## src/rtl/spi_regfile_slave.sv

```systemverilog
module spi_regfile_slave #(
  parameter int          ADDR_W     = 8,
  parameter logic [7:0]  CMD_SETPTR = 8'h7D,
  parameter logic [7:0]  CMD_WRITE  = 8'h7E,
  parameter logic [7:0]  CMD_READ   = 8'h7F
) (
  input  logic clk,
  input  logic rst_n,
  input  logic cfg_shared,
  input  logic sck,
  input  logic cs_n,
  input  logic mosi,
  output logic miso,
  input  logic sio_in,
  output logic sio_out,
  output logic sio_oe
);

  localparam int DEPTH = 1 << ADDR_W;

  typedef enum logic [2:0] {ST_CMD, ST_PTR, ST_WR, ST_RD, ST_IGN} state_t;

  logic [2:0]        sck_sy, cs_sy;
  logic [1:0]        mosi_sy, sio_sy;
  logic [2:0]        bitcnt;
  logic [6:0]        sh;
  logic [7:0]        tx;
  logic [ADDR_W-1:0] ptr;
  logic              oe_q;
  state_t            st;
  logic [7:0]        mem [DEPTH];

  wire active    = ~cs_sy[1];
  wire start     = cs_sy[2] & ~cs_sy[1];
  wire rise      = active & sck_sy[1] & ~sck_sy[2];
  wire fall      = active & ~sck_sy[1] & sck_sy[2];
  wire din       = cfg_shared ? sio_sy[1] : mosi_sy[1];
  wire [7:0] byte_in = {sh, din};
  wire byte_done = rise & (bitcnt == 3'd7);
  wire wr_en     = byte_done & (st == ST_WR);

  assign miso    = active & ~cfg_shared & tx[7];
  assign sio_out = tx[7];
  assign sio_oe  = oe_q;

  always_ff @(posedge clk or negedge rst_n) begin
    if (!rst_n) begin
      sck_sy  <= '0;
      cs_sy   <= '1;
      mosi_sy <= '0;
      sio_sy  <= '0;
    end else begin
      sck_sy  <= {sck_sy[1:0], sck};
      cs_sy   <= {cs_sy[1:0], cs_n};
      mosi_sy <= {mosi_sy[0], mosi};
      sio_sy  <= {sio_sy[0], sio_in};
    end
  end

  always_ff @(posedge clk or negedge rst_n) begin
    if (!rst_n) begin
      bitcnt <= '0;
      sh     <= '0;
      tx     <= '0;
      ptr    <= '0;
      oe_q   <= 1'b0;
      st     <= ST_CMD;
    end else if (!active) begin
      bitcnt <= '0;
      oe_q   <= 1'b0;
      st     <= ST_CMD;
    end else begin
      if (start) tx <= mem[ptr];
      if (rise) begin
        sh     <= byte_in[6:0];
        bitcnt <= bitcnt + 3'd1;
        if (bitcnt == 3'd7) begin
          case (st)
            ST_CMD: begin
              if (byte_in == CMD_SETPTR)     st <= ST_PTR;
              else if (byte_in == CMD_WRITE) st <= ST_WR;
              else if (byte_in == CMD_READ)  st <= ST_RD;
              else                           st <= ST_IGN;
            end
            ST_PTR: begin
              ptr <= byte_in[ADDR_W-1:0];
              st  <= ST_CMD;
            end
            ST_WR, ST_RD: ptr <= ptr + 1'b1;
            default: ;
          endcase
        end
      end
      if (fall) begin
        if (bitcnt == 3'd0) begin
          tx <= mem[ptr];
          if (st == ST_RD && cfg_shared) oe_q <= 1'b1;
        end else begin
          tx <= {tx[6:0], 1'b0};
        end
      end
    end
  end

  always_ff @(posedge clk or negedge rst_n) begin
    if (!rst_n) begin
      for (int i = 0; i < DEPTH; i++) mem[i] <= '0;
    end else if (wr_en) begin
      mem[ptr] <= byte_in;
    end
  end

  p_idle_ptr_r1: assert property (@(posedge clk) disable iff (!rst_n)
    !active |=> $stable(ptr));
  p_wrap_r6: assert property (@(posedge clk) disable iff (!rst_n)
    (byte_done && (st == ST_WR || st == ST_RD) && ptr == '1) |=> ptr == '0);
  p_oe_mode_r8: assert property (@(posedge clk) disable iff (!rst_n)
    oe_q |-> cfg_shared);
  p_oe_read_r8: assert property (@(posedge clk) disable iff (!rst_n)
    $rose(oe_q) |-> $past(st) == ST_RD);
  p_ignore_sticky_r9: assert property (@(posedge clk) disable iff (!rst_n)
    (active && st == ST_IGN) |=> st == ST_IGN);
  p_deselect_clear_r10: assert property (@(posedge clk) disable iff (!rst_n)
    !active |=> (bitcnt == 3'd0 && !oe_q && st == ST_CMD));

endmodule

```

## config.mk

```make
export PLATFORM = sky130hd
export DESIGN_NAME = spi_regfile_slave
export DESIGN_NICKNAME = d
export VERILOG_FILES = /design/src/rtl/spi_regfile_slave.sv
export SDC_FILE = /design/constraint.sdc
export NUM_CORES = 2
export LEC_CHECK = 0
export ABC_CLOCK_PERIOD_IN_PS = 4400
export BUFFER_PORTS_ARGS = -buffer_cell sky130_fd_sc_hd__buf_2
export CORE_MARGIN = 2
export CORE_UTILIZATION = 60
export CTS_CLUSTER_SIZE = 16
export DETAILED_ROUTE_END_ITERATION = 10
export PLACE_DENSITY = 0.76
export RECOVER_POWER = 100
export SLEW_MARGIN = 20
export SYNTH_ARGS = -nofsm -noshare
export SYNTH_HDL_FRONTEND = slang
export SYNTH_SLANG_ARGS = --single-unit
```

## constraint.sdc

```tcl
create_clock -name clk -period 4.4 [get_ports clk]
set_input_delay 0.88 -clock clk [delete_from_list [all_inputs] [get_ports clk]]
set_output_delay 0.88 -clock clk [all_outputs]
set_load 0.05 [all_outputs]
```

---- Yosys cells after proc, flatten, opt, wreduce, memory -nomap -nowiden ----
Index checks and enable logic that the tools add are counted.
word-level totals
  register bits ........................... 2088
  bits of input ports ..................... 7
  output and inout bits ................... 3
  word-level logic and storage cells ...... 333
operators by class
  mux-type cells .......................... 24
  bitwise operators ....................... 14
  magnitude comparators ................... 2
  reduce and logical (&&, ||, !) cells .... 18
  add/sub/neg operators ................... 2
  equal/unequal tests ..................... 7
operators with widths
  operator                                                                number
  2048-bit bitwise mux                                                    1
  8-bit binary-select mux with 8-bit select                               1
  8-bit demux with 8-bit select                                           1
  8-bit 2-to-1 mux                                                        6
  8-bit by 7-bit equality test with 1-bit output (second input constant)  3
  3-bit 2-to-1 mux                                                        8
  8-bit one-hot mux with 2 select lines                                   1
  2-bit nonzero test                                                      7
  1-bit bitwise AND                                                       9
  9-bit >= comparator (second input constant)                             1
  9-bit by 1-bit < comparator with 1-bit output (second input constant)   1
  8-bit NOT with 9-bit output                                             1
  8-bit by 1-bit adder with 8-bit output (second input constant)          1
  3-bit by 2-bit equality test with 1-bit output (second input constant)  2
  3-bit logical NOT                                                       2
  3-bit one-hot mux with 2 select lines                                   1
  3-bit AND reduction                                                     2
  1-bit 2-to-1 mux                                                        5
  1-bit NOT                                                               4
  2-bit AND reduction                                                     2
  4-bit AND reduction                                                     1
  3-bit by 1-bit adder with 3-bit output (second input constant)          1
  3-bit by 1-bit equality test with 1-bit output (second input constant)  1
  3-bit equality test (second input constant)                             1
  other kinds (3)                                                         4

---- Longest topological paths before layout ----
  depth after elaboration ................. 9
  depth in mapped cells ................... 13
  mapped depth without buffers ............ 10

---- Worst setup path before layout ----
OpenSTA, ideal clock, no wires.
  path type ............................... register -> register
  start ................................... register ptr[0]
  end ..................................... register mem[1289] (netlist name)
  period minus slack after synthesis ...... 3067 ps
  data required time ...................... 4275 ps
  setup slack ............................. 1333 ps
  cell stages (with the launch flop) ...... 13
  data arrival time ....................... 2943 ps
  path buffers ............................ 7
  library setup time ...................... 125 ps
  cells stage by stage .................... dfrtp_1 buf_6 buf_6 buf_4 buf_4 inv_1 buf_2 buf_2 ha_1 nand3_2 buf_4 nor2_2 mux2_2
between the ends
  longest elaborated chain between the ends .. 6
  elaborated cells between the ends (all ways) .. 7
  those cells by class .................... order compare (2); mux (3); bitwise (1); reduce/logical (1)
ends and longest elaborated chain
  element                                                                                                     RTL line  text
  from (decl)                                                                                                 28        logic [ADDR_W-1:0] ptr;
  from (signal assigned)                                                                                      86        ptr <= byte_in[ADDR_W-1:0];
  from (signal assigned)                                                                                      89        ST_WR, ST_RD: ptr <= ptr + 1'b1;
  8-bit NOT with 9-bit output (implied by the code) (*)                                                       109       mem[ptr] <= byte_in;
  9-bit >= comparator (implied by the code) or 9-bit by 1-bit < comparator with 1-bit output (tied branches)  109
  1-bit logical AND (implied by the code)                                                                     109
  8-bit 2-to-1 mux (implied by the code)                                                                      109
  8-bit demux with 8-bit select (*)                                                                           109
  2048-bit bitwise mux (*)                                                                                    109
  to (signal, indexed assignment)                                                                             109
  to (decl)                                                                                                   31        logic [7:0] mem [DEPTH];
Mark *: on every way between the ends. The rest lies on a longest branch, timed or not.
A chain may end at the register's enable or synchronous reset.

---- Worst setup path in the final report ----
  start ................................... register ptr[4]
  end ..................................... register tx[2]
between the ends
  longest elaborated chain between the ends .. 6
  elaborated cells between the ends (all ways) .. 7
  those cells by class .................... mux (6); bitwise (1)
ends and longest elaborated chain
  element                                                  RTL line  text
  8-bit NOT with 9-bit output (implied by the code) (*)    73, 96
  8-bit binary-select mux with 8-bit select (*)            73, 96
  8-bit 2-to-1 mux (implied by the code) (*) (2 in a row)  73, 96
  8-bit 2-to-1 mux, on equally long branches               73, 95
  8-bit 2-to-1 mux (*)                                     94        if (fall) begin
  to (signal assigned)                                     73        if (start) tx <= mem[ptr];
  to (signal assigned)                                     96        tx <= mem[ptr];
  to (signal assigned)                                     99        tx <= {tx[6:0], 1'b0};
  to (decl)                                                27        logic [7:0] tx;
Mark *: on every way between the ends. The rest lies on a longest branch, timed or not. The select of a mux whose other input is x is not followed.

==> out/qor.txt <==
CTS root buffer: clkbuf_16
first drt pass iteration count: 6
total negative slack: 0 ns
Critical Path Stages: 7
failing checks: max-capacitance violations, max-slew violations
R2R cell count: 7
Synth Area in Adders: 0.000906
worst-case clock buffer depth: 3
hold crit path type: in -> reg
startpoint class of the critical path: flop
Post-Synth Simple-Gate Area: 0.0573
Vias: 57800
Rel. slew slack: -0.928
Post-Layout Cell Count: 8754
Worst Hold Launch: cs_n
WL final: 258000 um
fraction of layout cells with a size suffix above 1: 0.445
placed insts: 8362
Clock transition at path regs: 0.07 ns
CP Data Required Time: 5.17 ns
vertical die dimension: 405 um
Starting Density: 0.603
leakage power: 48.2 nW
IO buf count: 9
RSZ-0062 raised after global routing: no
first-pass GRT wire length: 393000 um
met1 usage: 0.454
outcome: finished, violations left
largest family of logic cells by synthesized area: multiplexers
Num CTS Buffers: 210
crit path DAT: 5.04 ns
buffer count from post-CTS setup fixing: 0
die area: 164000 um^2
Critical Path Start: ptr[4]
CP max FO: 25
Slew Limit Fails: 284
core footprint: 160000 um^2
GR Util All Layers: 0.321
power per standard cell area: 387 nW/um^2
top-count cell post-synth: dfrtp_1
synth top area cells: dfrtp_1 54%, mux2_2 21%, mux4_2 11%
Peak VDD IR: 435 uV
post-cts resize count: 0
Setup CP Type: reg -> reg
pin count of the biggest net entering global routing: 164
layer with the highest usage: met2
Setup WS pre-CTS: 0.610 ns
CTS H-Tree Depth: 4
Starting DRT DRC Count: 5515
flop2flop setup slack: 0.13 ns
IO Count: 10
detailed placement HPWL: 164000 um
vias per cell: 6.61
post-synthesis compound-gate area fraction: 0.0325
FF+latch count, synth: 2088
final setup fails: 0
area grow syn2layout: 8.72%
reg2reg end: tx[2]
Hold Path Depth: 1
CP delay by family, top: simple AND/OR/NAND/NOR gates
Tightest Pin Transition: 2.89 ns
average routed wire per standard cell: 29.5 um
worst flop-to-flop path startpoint: ptr[4]
Sink Count: 2088
Die Wd: 405 um
final hold violations: 0
Synth async-reset ratio: 1.00
Distinct cells, synth: 75
met3 global-route usage: 0.0666
synthesized area: 96700 um^2
met2 Usage GRT: 0.486
CP Capture Type: flop
CTS tree: yes
grt ovf: 0
fin crit share: 0.970
top_reg_cell synth: dfrtp_1
post-synthesis sequential area ratio: 0.540
post-route ant nets: 0
post-layout util: 0.656
Syn Area/Cell: 15.0 um^2
initial antenna violation count: 2
post-synth net total: 6462
Worst Hold End: cs_sy[0]
EDFF count, synth: 0
Fmax achieved: 234 MHz
GP Congestion: 0.912
Worst-Skew Late Latency: 0.87 ns
mux share of post-synthesis cell area: 0.345
Tmin final: 4.27 ns
Critical-path top delay cell: dfrtp_1
xor/xnor cell area share of the yosys netlist: 0.0000906
vias in the first global route: 59700
hold_buf cts: 1
max cap viols: 4
worst-path cell chain: and2_1 -> nand3_1 -> nand2_1 -> nor3_1 -> a311oi_1 -> o311ai_0 -> a31oi_1
worst path buffer plus inverter count: 0
top cells by count, synth: 2085 x dfrtp_1, 1808 x mux2_2, 482 x mux4_2, 296 x nor2_1, 284 x clkbuf_1
synthesized instance count: 6448
layout net count: 6429
area leader, netlist: dfrtp_1
final worst setup slack: 0.132 ns
Ys Warns: 0
crit-path max cell delay: 1.39 ns
Yosys top cell area share: 0.539
Final Skew: 0.0560 ns
# rows: 147
Residual DRC: 0
state kept, by name (all words and copies together) (netlist names):
| name | cells |
|---|---|
| st | 3 |
| sio_oe | 1 |
| sio_sy | 2 |
| bitcnt | 3 |
| sh | 7 |
| tx | 8 |
| ptr | 8 |
| sck_sy | 3 |
| mosi_sy | 2 |
| cs_sy | 3 |
| mem | 2048 |
area by class of cell:
type	instances	area, um^2
fillers	11400	55200
flip-flops and latches	2088	52300
multi-input cells	3887	40900
clock buffers	314	6340
well taps	2160	2700
repair buffers	221	2060
clock inverters	75	812
inverters	7	33.8
diodes	2	5.00
per-stage QoR:
stage	power [mW]	instance area (um^2)	hold slack, ns
3_5_place_dp	22.7	99600	0.341
6_report	40.7	105000	0.134
4_1_cts	40.9	107000	0.0782
3_3_place_gp	22.6	99600	0.335
2_1_floorplan	21.2	96700	0.331
5_1_grt	41.9	105000	0.104
power by group:
group	internal, mW	switching (mW)
sequential	19.3	0.527
clock	10.5	7.78
combinational	0.351	2.31
worst max-delay path by stage:
stage                           end  slack (ns)
after floorplan           mem[1289]        1.33
after detailed placement      tx[2]        0.61
after global placement        tx[3]        0.62
final                         tx[2]        0.13
after CTS                     tx[2]        0.58
after global routing       mem[900]        0.24
cells in the final DEF (no fill, tap or decap), drive strengths merged, types with 4 or more instances in the layout:
| cell | count |
|---|---|
| a221oi | 7 |
| nor2b | 14 |
| o21ai | 54 |
| o211ai | 9 |
| a21oi | 278 |
| nor3b | 4 |
| nor3 | 22 |
| nand2b | 11 |
| a32oi | 9 |
| a31oi | 20 |
| a22oi | 81 |
| nand3 | 50 |
| nand4 | 14 |
| o41ai | 5 |
| and3 | 13 |
| mux2i | 195 |
| clkinv | 55 |
| o2111ai | 9 |
| dfrtp | 2085 |
| ha | 7 |
| buf | 167 |
| nand2 | 176 |
| or3 | 4 |
| clkbuf | 367 |
| inv | 11 |
| a311oi | 6 |
| mux2 | 1808 |
| clkinvlp | 7 |
| and2 | 5 |
| nor2 | 538 |
| mux4 | 489 |
| o22ai | 17 |
| bufinv | 9 |
logic make-up after synthesis:
group,Yosys count
xor gates and xnor gates,1
AOI/OAI and AO/OA,524
and+or+nand+nor,863
muxes,2492
buffers and inverters,473
adders and majority gates,7
DFF,2088
routing by layer:
| layer | vias up | wire length, um |
|---|---|---|
| met5 | - | 0 |
| met4 | 0 | 12300 |
| met3 | 621 | 20500 |
| met2 | 2301 | 120000 |
| met1 | 31100 | 106000 |
| li1 | 23800 | - |
Note: power is estimated with default switching activity, not from simulation.
